===== config.mk =====
export PLATFORM = sky130hd
export DESIGN_NAME = cc_timer_chan
export DESIGN_NICKNAME = d
export VERILOG_FILES = /design/src/rtl/cct_pkg.sv /design/src/rtl/cct_edge_sync.sv /design/src/rtl/cct_tick_gen.sv /design/src/rtl/cct_gen_reg.sv /design/src/rtl/cc_timer_chan.sv
export SDC_FILE = /design/constraint.sdc
export NUM_CORES = 1
export LEC_CHECK = 0
export BUFFER_PORTS_ARGS = -buffer_cell sky130_fd_sc_hd__buf_2
export CAP_MARGIN = 20
export CORE_UTILIZATION = 40
export DETAILED_ROUTE_END_ITERATION = 7
export SYNTH_ARGS = -nofsm -noshare
export SYNTH_HDL_FRONTEND = slang
export SYNTH_SLANG_ARGS = --single-unit

===== constraint.sdc =====
create_clock -name clk -period 3 [get_ports clk]
set_input_delay 0.6 -clock clk [delete_from_list [all_inputs] [get_ports clk]]
set_output_delay 0.6 -clock clk [all_outputs]
set_load 0.005 [all_outputs]

===== src/rtl/cct_pkg.sv =====
package cct_pkg;

   localparam int CTRL_W = 9;
   localparam int MODE_W = 5;

   localparam int A_CTRL = 0;
   localparam int A_CNT  = 1;
   localparam int A_FLAG = 2;
   localparam int A_GR0  = 4;

   typedef enum logic [1:0] {
      EDGE_RISE  = 2'b00,
      EDGE_FALL  = 2'b01,
      EDGE_ANY   = 2'b10,
      EDGE_ANY_B = 2'b11
   } edge_e;

   typedef enum logic [1:0] {
      ACT_HOLD   = 2'b00,
      ACT_LOW    = 2'b01,
      ACT_HIGH   = 2'b10,
      ACT_TOGGLE = 2'b11
   } act_e;

   typedef struct packed {
      logic [2:0] clr_sel;
      edge_e      edge_sel;
      logic [2:0] src_sel;
      logic       run;
   } ctrl_t;

   typedef struct packed {
      edge_e cap_edge;
      act_e  act;
      logic  capture;
   } mode_t;

   function automatic logic edge_hit(edge_e sel, logic cur, logic prev);
      case (sel)
         EDGE_RISE: return cur & ~prev;
         EDGE_FALL: return ~cur & prev;
         default:   return cur ^ prev;
      endcase
   endfunction

endpackage


===== src/rtl/cct_edge_sync.sv =====
module cct_edge_sync #(
   parameter int STAGES = 2
) (
   input  logic          clk,
   input  logic          rst_n,
   input  logic          din,
   input  cct_pkg::edge_e edge_sel,
   output logic          hit
);
   if (STAGES < 2) begin : g_bad_stages
      $error("cct_edge_sync: STAGES must be at least 2");
   end

   logic [STAGES:0] chain;

   always_ff @(posedge clk or negedge rst_n) begin
      if (!rst_n) chain <= '0;
      else        chain <= {chain[STAGES-1:0], din};
   end

   assign hit = cct_pkg::edge_hit(edge_sel, chain[STAGES-1], chain[STAGES]);
endmodule


===== src/rtl/cct_tick_gen.sv =====
module cct_tick_gen #(
   parameter int N_INT        = 4,
   parameter int PRE_LOG_STEP = 2,
   parameter int SYNC_STAGES  = 2
) (
   input  logic           clk,
   input  logic           rst_n,
   input  logic           run,
   input  logic [2:0]     src_sel,
   input  cct_pkg::edge_e edge_sel,
   input  logic           ext_evt,
   output logic           step
);
   localparam int         PRE_W    = PRE_LOG_STEP * (N_INT - 1);
   localparam logic [2:0] EXT_CODE = 3'(N_INT);

   if (N_INT < 2 || N_INT > 7) begin : g_bad_nint
      $error("cct_tick_gen: N_INT must be 2..7");
   end
   if (PRE_LOG_STEP < 1) begin : g_bad_step
      $error("cct_tick_gen: PRE_LOG_STEP must be at least 1");
   end

   logic [PRE_W-1:0] pre_q;
   logic [N_INT-1:0] tick;
   logic             ext_hit;
   logic             sel_tick;

   always_ff @(posedge clk or negedge rst_n) begin
      if (!rst_n)    pre_q <= '0;
      else if (!run) pre_q <= '0;
      else           pre_q <= pre_q + PRE_W'(1);
   end

   for (genvar k = 0; k < N_INT; k++) begin : g_div
      if (k == 0) begin : g_full
         assign tick[k] = 1'b1;
      end else begin : g_part
         assign tick[k] = &pre_q[k*PRE_LOG_STEP-1:0];
      end
   end

   cct_edge_sync #(.STAGES(SYNC_STAGES)) u_ext_sync (
      .clk      (clk),
      .rst_n    (rst_n),
      .din      (ext_evt),
      .edge_sel (edge_sel),
      .hit      (ext_hit)
   );

   always_comb begin
      sel_tick = 1'b0;
      for (int k = 0; k < N_INT; k++) begin
         if (src_sel == 3'(k)) sel_tick = tick[k];
      end
      if (src_sel == EXT_CODE) sel_tick = ext_hit;
   end

   assign step = run & sel_tick;
endmodule


===== src/rtl/cct_gen_reg.sv =====
module cct_gen_reg #(
   parameter int CNT_W       = 16,
   parameter int SYNC_STAGES = 2
) (
   input  logic                clk,
   input  logic                rst_n,
   input  logic                wr_val,
   input  logic                wr_mode,
   input  logic [CNT_W-1:0]    wdata,
   input  logic                flag_clr,
   input  logic [CNT_W-1:0]    cnt,
   input  logic [CNT_W-1:0]    cnt_nxt,
   input  logic                stepped,
   input  logic                cap_pin,
   output logic [CNT_W-1:0]    val,
   output cct_pkg::mode_t      mode,
   output logic                flag,
   output logic                pin_out
);
   import cct_pkg::*;

   logic cap_edge;
   logic cap_hit;
   logic match;

   cct_edge_sync #(.STAGES(SYNC_STAGES)) u_cap_sync (
      .clk      (clk),
      .rst_n    (rst_n),
      .din      (cap_pin),
      .edge_sel (mode.cap_edge),
      .hit      (cap_edge)
   );

   assign cap_hit = mode.capture & cap_edge;
   assign match   = ~mode.capture & stepped & (cnt_nxt == val);

   always_ff @(posedge clk or negedge rst_n) begin
      if (!rst_n) begin
         val  <= '0;
         mode <= '0;
      end else begin
         if (wr_val)       val <= wdata;
         else if (cap_hit) val <= cnt;
         if (wr_mode)      mode <= mode_t'(wdata[MODE_W-1:0]);
      end
   end

   always_ff @(posedge clk or negedge rst_n) begin
      if (!rst_n)               flag <= 1'b0;
      else if (cap_hit | match) flag <= 1'b1;
      else if (flag_clr)        flag <= 1'b0;
   end

   always_ff @(posedge clk or negedge rst_n) begin
      if (!rst_n) pin_out <= 1'b0;
      else if (match) begin
         case (mode.act)
            ACT_LOW:    pin_out <= 1'b0;
            ACT_HIGH:   pin_out <= 1'b1;
            ACT_TOGGLE: pin_out <= ~pin_out;
            default:    pin_out <= pin_out;
         endcase
      end
   end
endmodule


===== src/rtl/cc_timer_chan.sv =====
module cc_timer_chan #(
   parameter int CNT_W        = 16,
   parameter int NREG         = 4,
   parameter int N_INT        = 4,
   parameter int PRE_LOG_STEP = 2,
   parameter int SYNC_STAGES  = 2,
   parameter int ADDR_W       = $clog2(2 * NREG + 4)
) (
   input  logic              clk,
   input  logic              rst_n,
   input  logic              wr_en,
   input  logic [ADDR_W-1:0] wr_addr,
   input  logic [CNT_W-1:0]  wr_data,
   input  logic [ADDR_W-1:0] rd_addr,
   output logic [CNT_W-1:0]  rd_data,
   input  logic              ext_evt,
   input  logic [NREG-1:0]   cap_in,
   output logic [NREG-1:0]   cmp_out
);
   import cct_pkg::*;

   if (NREG < 1 || NREG > 7) begin : g_bad_nreg
      $error("cc_timer_chan: NREG must be 1..7");
   end
   if (CNT_W < CTRL_W) begin : g_bad_cntw
      $error("cc_timer_chan: CNT_W too narrow for control register");
   end
   if (ADDR_W < $clog2(2 * NREG + 4)) begin : g_bad_aw
      $error("cc_timer_chan: ADDR_W too narrow for register map");
   end

   localparam logic [ADDR_W-1:0] AD_CTRL = ADDR_W'(A_CTRL);
   localparam logic [ADDR_W-1:0] AD_CNT  = ADDR_W'(A_CNT);
   localparam logic [ADDR_W-1:0] AD_FLAG = ADDR_W'(A_FLAG);

   ctrl_t              ctrl_q;
   logic [CNT_W-1:0]   cnt_q;
   logic [CNT_W-1:0]   cnt_nxt;
   logic               step;
   logic               cnt_wr;
   logic               stepped;
   logic               clr_hit;
   logic [CNT_W-1:0]   gr_val  [NREG];
   mode_t              gr_mode [NREG];
   logic [NREG-1:0]    flag_vec;

   always_ff @(posedge clk or negedge rst_n) begin
      if (!rst_n)                          ctrl_q <= '0;
      else if (wr_en && wr_addr == AD_CTRL) ctrl_q <= ctrl_t'(wr_data[CTRL_W-1:0]);
   end

   cct_tick_gen #(
      .N_INT        (N_INT),
      .PRE_LOG_STEP (PRE_LOG_STEP),
      .SYNC_STAGES  (SYNC_STAGES)
   ) u_tick (
      .clk      (clk),
      .rst_n    (rst_n),
      .run      (ctrl_q.run),
      .src_sel  (ctrl_q.src_sel),
      .edge_sel (ctrl_q.edge_sel),
      .ext_evt  (ext_evt),
      .step     (step)
   );

   // Period clear: selected register must be a compare register at its value
   always_comb begin
      clr_hit = 1'b0;
      for (int i = 0; i < NREG; i++) begin
         if (ctrl_q.clr_sel == 3'(i) && !gr_mode[i].capture && cnt_q == gr_val[i])
            clr_hit = 1'b1;
      end
   end

   assign cnt_nxt = clr_hit ? '0 : cnt_q + CNT_W'(1);
   assign cnt_wr  = wr_en && (wr_addr == AD_CNT);
   assign stepped = step & ~cnt_wr;

   always_ff @(posedge clk or negedge rst_n) begin
      if (!rst_n)       cnt_q <= '0;
      else if (cnt_wr)  cnt_q <= wr_data;
      else if (step)    cnt_q <= cnt_nxt;
   end

   for (genvar i = 0; i < NREG; i++) begin : g_gr
      localparam logic [ADDR_W-1:0] AD_VAL  = ADDR_W'(A_GR0 + 2 * i);
      localparam logic [ADDR_W-1:0] AD_MODE = ADDR_W'(A_GR0 + 2 * i + 1);

      cct_gen_reg #(
         .CNT_W       (CNT_W),
         .SYNC_STAGES (SYNC_STAGES)
      ) u_gr (
         .clk      (clk),
         .rst_n    (rst_n),
         .wr_val   (wr_en && wr_addr == AD_VAL),
         .wr_mode  (wr_en && wr_addr == AD_MODE),
         .wdata    (wr_data),
         .flag_clr (wr_en && wr_addr == AD_FLAG && wr_data[i]),
         .cnt      (cnt_q),
         .cnt_nxt  (cnt_nxt),
         .stepped  (stepped),
         .cap_pin  (cap_in[i]),
         .val      (gr_val[i]),
         .mode     (gr_mode[i]),
         .flag     (flag_vec[i]),
         .pin_out  (cmp_out[i])
      );
   end

   always_comb begin
      rd_data = '0;
      if (rd_addr == AD_CTRL) rd_data = CNT_W'(ctrl_q);
      if (rd_addr == AD_CNT)  rd_data = cnt_q;
      if (rd_addr == AD_FLAG) rd_data = CNT_W'(flag_vec);
      for (int i = 0; i < NREG; i++) begin
         if (rd_addr == ADDR_W'(A_GR0 + 2 * i))     rd_data = gr_val[i];
         if (rd_addr == ADDR_W'(A_GR0 + 2 * i + 1)) rd_data = CNT_W'(gr_mode[i]);
      end
   end
endmodule


# Yosys cells after proc, flatten, opt, wreduce, memory -nomap -nowiden
# Index checks and enable logic that the tools add are counted.
# totals
register_bits	138
latch_bits	0
ram_bits	0
romBits	0
input_bits	32
output_inout_bits	20
wordCells	246
memories	0
# classes
n_addsub	2
mul	0
n_div	0
n_lt_le_gt_ge	0
eq_ne	52
n_shift	0
mux	49
n_bitwise	52
n_reduce_logical	56
# op_table
op	n
2-to-1 mux 16 bit	21
== test 16 bit	8
== test 4 x 3 -> 1 bit, second input constant	8
== test 4 bit, second input constant	8
AND 1 bit	24
logical AND 1 bit	23
inverter 1 bit	19
== test 2 x 1 -> 1 bit, second input constant	9
nonzero test 2 bit	9
2-to-1 mux 1 bit	17
adder 16 x 1 -> 16 bit, second input constant	1
== test 2 bit, second input constant	8
== test 3 x 2 -> 1 bit, second input constant	4
one-hot mux 1 bit (3 select lines)	4
nonzero test 3 bit	4
logical NOT 2 bit	5
one-hot mux 1 bit (2 select lines)	5
AND reduction 2 bit	5
2-to-1 mux 9 bit	1
== test 4 x 1 -> 1 bit, second input constant	2
== test 4 x 2 -> 1 bit, second input constant	2
logical NOT 4 bit	2
adder 6 x 1 -> 6 bit, second input constant	1
== test 3 x 1 -> 1 bit, second input constant	2
8 further kinds	19

# Logic depth before layout (Yosys ltp)
# depth
depth_word	12
depth_mapped	15
mapped_depth_nobuf	12

# Cells and area by module
# From an unflattened synthesis, not the netlist that was laid out.
# hier_totals
cells_unflattened	950
hier_area_um2	8957.3
# modules_own_cells
module	n_inst	cells_per_inst	area_each_um2	seq_area_each_um2
cct_gen_reg	4	108	1176.1	575.6
cc_timer_chan	1	444	3316.9	625.6
cct_edge_sync	5	9	127.6	75.1
cct_tick_gen	1	29	297.8	150.1

# Least setup slack after synthesis
# OpenSTA, ideal clock, no wires.
# synth_timing
kind	register to register
from	reg cnt_q[0]
to	reg g_gr[3].u_gr.pin_out
setup_time_ns	0.119
t_arrival_ns	2.809
required_ns	2.881
path_slack_ns	0.073
path_stages_with_launch	12
n_path_buf	0
period_less_slack_ns	2.927
cell_sequence	dfrtp_1 -> ha_1 -> and4_1 -> nand4_1 -> xor2_1 -> nor2_1 -> or4_1 -> mux2_2 -> o32a_1 -> nor2_1 -> nand3_1 -> o21a_1
# synth_via
elab_chain_len	10
word_cells_on_any_way	17
cone_classes	add/sub (1); eq/ne (5); mux (5); bitwise (1); reduce/logical (5)
# synth_lines
element	line	rtl
start: declaration	cc_timer_chan.sv:37	logic [CNT_W-1:0] cnt_q;
start signal: assignment	cc_timer_chan.sv:81	else if (cnt_wr) cnt_q <= wr_data;
start signal: assignment	cc_timer_chan.sv:82	else if (step) cnt_q <= cnt_nxt;
== test 16 bit	cc_timer_chan.sv:70	if (ctrl_q.clr_sel == 3'(i) && !gr_mode[i].capture && cnt_q == gr_val[i])
logical AND 1 bit	cc_timer_chan.sv:70	
2-to-1 mux 1 bit (4 in a row)	cc_timer_chan.sv:70	
2-to-1 mux 16 bit *	cc_timer_chan.sv:75	assign cnt_nxt = clr_hit ? '0 : cnt_q + CNT_W'(1);
== test 16 bit *	cct_gen_reg.sv:35	assign match = ~mode.capture & stepped & (cnt_nxt == val);
AND 1 bit *	cct_gen_reg.sv:35	
AND reduction 2 bit (no source line) *	n/a	
end signal: assignment	cct_gen_reg.sv:60	ACT_TOGGLE: pin_out <= ~pin_out;
end signal: assignment	cct_gen_reg.sv:61	default: pin_out <= pin_out;
end: declaration	cct_gen_reg.sv:18	output logic pin_out
# Every way passes the cells marked *; elsewhere a longest branch is shown, timed or not.
# A chain may end at the register's enable or synchronous reset.

# Final worst setup path
# layout_timing
from	reg cnt_q[7]
to	reg g_gr[0].u_gr.pin_out
# layout_via
elab_chain_len	10
word_cells_on_any_way	17
cone_classes	add/sub (1); eq/ne (5); mux (5); bitwise (1); reduce/logical (5)
# layout_lines
element	line
== test 16 bit	cc_timer_chan.sv:70
logical AND 1 bit	cc_timer_chan.sv:70
2-to-1 mux 1 bit (4 in a row)	cc_timer_chan.sv:70
2-to-1 mux 16 bit *	cc_timer_chan.sv:75
== test 16 bit *	cct_gen_reg.sv:35
AND 1 bit *	cct_gen_reg.sv:35
AND reduction 2 bit (no source line) *	n/a
end signal: assignment	cct_gen_reg.sv:60
end signal: assignment	cct_gen_reg.sv:61
end: declaration	cct_gen_reg.sv:18
# Marked as above.

==> results.md <==
- Status: finished, violations left
- Failing checks: setup timing
- Starting Density: 41.2%
- CP max FO: 7
- GRT Util Overall: 33.3%
- Setup TNS: -122 ps
- Initial DRC count: 1,215
- Clock slew at reported path FFs: 70 ps
- DP Cell Count: 1,600
- PD cells: 1130 mW/mm²
- Period utilisation layout: 102%
- Die H: 158 µm
- DP HPWL: 30,400 µm
- Worst VDD drop: 0.401 mV
- Top Metal Used: met4
- Area of the die: 0.0251 mm²
- Die width: 158 µm
- Synth top area cells: dfrtp_1, xnor2_1, mux2i_1
- WP data arrival: 3390 ps
- Relative slew slack: 49.9%
- Detailed-route DRC error count: 0
- Syn Std Cell Area: 0.00980 mm²
- Placed cell area: 0.0117 mm²
- Pwr Total: 14.5 mW
- Sequential share of the synthesized area: 35.3%
- Wire per inst: 24.8 µm
- Syn-to-layout area delta: 31.7%
- Largest net degree at the start of global routing: 65
- Final Hold Vio Count: 0
- Tmin final: 3060 ps
- Wire length on met2: 18,000 µm
- Met3 wire len: 3450 µm
- Remaining antenna violation count after routing: 0
- Dpl ws: -225 ps
- Synth top area share: 35.3%
- Vias: 9,783
- Worst Tran Pin Value: 749 ps
- Hold crit path type: in2async
- First-pass GRT wire length: 59,500 µm
- Finished Layout Cells: 1,644
- Leak: 5.72 nW
- Total routed wirelength: 40,800 µm
- Met1 wire length: 17,800 µm
- Top FF cell, synth: dfrtp_1
- Max Fclk: 0.327 GHz
- GPL Wtd Cong: 1.01
- Synth Area per Inst: 8.83 µm²
- Yosys reg bits: 138
- Pre-antenna DRT Iters: 6
- Core area: 0.0238 mm²
- Num rows: 56
- Worst setup SP type: register
- Count leader, synth: dfrtp_1
- Setup WS post-layout: -56.6 ps
- Port Buffers: 51
- CTS tree: built
- Worst Clk Skew: 18.0 ps
- Final Cell Area: 0.0129 mm²
- Number of antenna diodes: 0
- Initial antenna violation count: 0
- Max-slew violations: 0
- Number of vias per cell: 5.95
- Final core occ: 54.3%
- Post-synth EDFFs: 0
- Vias in the first global route: 9,186
- CTS sink count: 138
- Hold Buf Count CTS: 0
- Critical Setup Path Class: reg2reg
- Htree depth: 4
- Warnings, synthesis: 0
- RSZ-0062 raised after global routing: yes
- GRT Residual Overflow: 0
- Skew-Pair Late Insertion Delay: 440 ps
- Synth cell count leaders: dfrtp_1, nand2_1, o21ai_0
- Synth area leader: dfrtp_1
- Syn_nets: 1,153
- Root Buffer: clkbuf_16
- Worst Hold Slack: 170 ps
- Cell count after synthesis: 1,109
- Final nets: 1,356
- Setup-failing EPs final: 4
- Max-cap violations: 0
- Setup crit end kind: register
- Worst path required time: 3340 ps
- Top Ports: 52
- Num CTS Buffers: 17
- Synth cell types: 71
- Layout cells sized above 1: 31.8%
- Ys async rst share: 100%
- Clk buf depth: 2
[what timing repair did]
| item | 4_1_cts | 5_1_grt |
|---|---|---|
| pin swaps | 4 | 29 |
| resized for setup | 12 | 59 |
| endpoints found under the setup margin | 7 | 7 |
| setup buffers | 0 | 10 |
| cloned | 0 | 2 |
[path summary, 6_finish.rpt]
kind	from	endpoint	slack, ps	depth (start not counted)
worst max-delay path	cnt_q[7]	g_gr[0].u_gr.pin_out	-60	10
worst min-delay path	rst_n	g_gr[0].u_gr.val[9]	170	1
worst max register to register	cnt_q[7]	g_gr[0].u_gr.pin_out	-60	10
worst min register to register	g_gr[3].u_gr.u_cap_sync.chain[0]	g_gr[3].u_gr.u_cap_sync.chain[1]	350	0
max in group asynchronous	rst_n	g_gr[3].u_gr.u_cap_sync.chain[2]	2100	2
min in group clk	cap_in[2]	g_gr[2].u_gr.u_cap_sync.chain[0]	260	1
[sequential cells by signal, indices dropped and copies added (netlist names)]
name and flops:
g_gr.u_gr.pin_out 4, g_gr.u_gr.mode 20, u_tick.pre_q 6, g_gr.u_gr.val 64, cnt_q 16, u_tick.u_ext_sync.chain 3
ctrl_q 9, g_gr.u_gr.flag 4, g_gr.u_gr.u_cap_sync.chain 12
[cells by family after synthesis]
logic type | count (synthesis) | share of synthesized area [%]
AND/OR/NAND/NOR | 363 | 18.9
XOR/XNOR | 115 | 10.7
flip-flops | 138 | 35.3
multiplexers | 106 | 11.6
AO/OA/AOI/OAI | 260 | 16.6
adder cells (fa/ha/maj) | 12 | 1.53
buffers and inverters | 115 | 5.44
[final cells by class]
class | instances | area (µm²)
fillers | 2180 | 10900
clock buffers | 17 | 425
clock inverters | 15 | 223
repair buffers | 279 | 2120
flip-flops and latches | 138 | 3460
well taps | 319 | 399
inverters | 20 | 75.1
multi-input cells | 856 | 6190
[cells in the final DEF, fill, tap and decap left out, drive strengths merged, types with 5 or more instances in the layout]
cell type,n
buf,276
dfrtp,138
nand2,122
o21ai,97
xnor2,87
nor2,84
mux2i,64
a21oi,52
mux2,40
inv,28
xor2,27
nand4,25
nor3,25
a22oi,23
nand3,23
a31oi,20
clkbuf,20
nor4b,19
nor4,13
o21a,12
ha,12
nand3b,8
o22ai,8
and2,8
nor2b,8
a222oi,7
o211ai,7
o32a,5
nand2b,5
[worst max-delay path, stage by stage (launching register included)]
cell and delay (ps):
dfrtp_1 420, buf_6 160, xnor2_4 140, nand4_1 190, nor4_1 330, nand4_1 230, nand3_4 220, nor2_1 80
o32a_1 330, or4_4 560, o41ai_2 290
[power breakdown]
group          switching, mW  internal [mW]  leakage, nW
combinational           4.76           4.09         3.74
clock                   1.03           1.36        0.316
sequential             0.763           2.53         1.66
total                   6.55           7.98         5.72
[per-layer routing]
layer / global-route usage (%) / vias up
met5: 0 / -
met4: 12.8 / 0
met3: 5.99 / 83
met2: 50.2 / 532
met1: 47.0 / 4782
li1: - / 4386
Note: power is estimated with default switching activity, not from simulation.
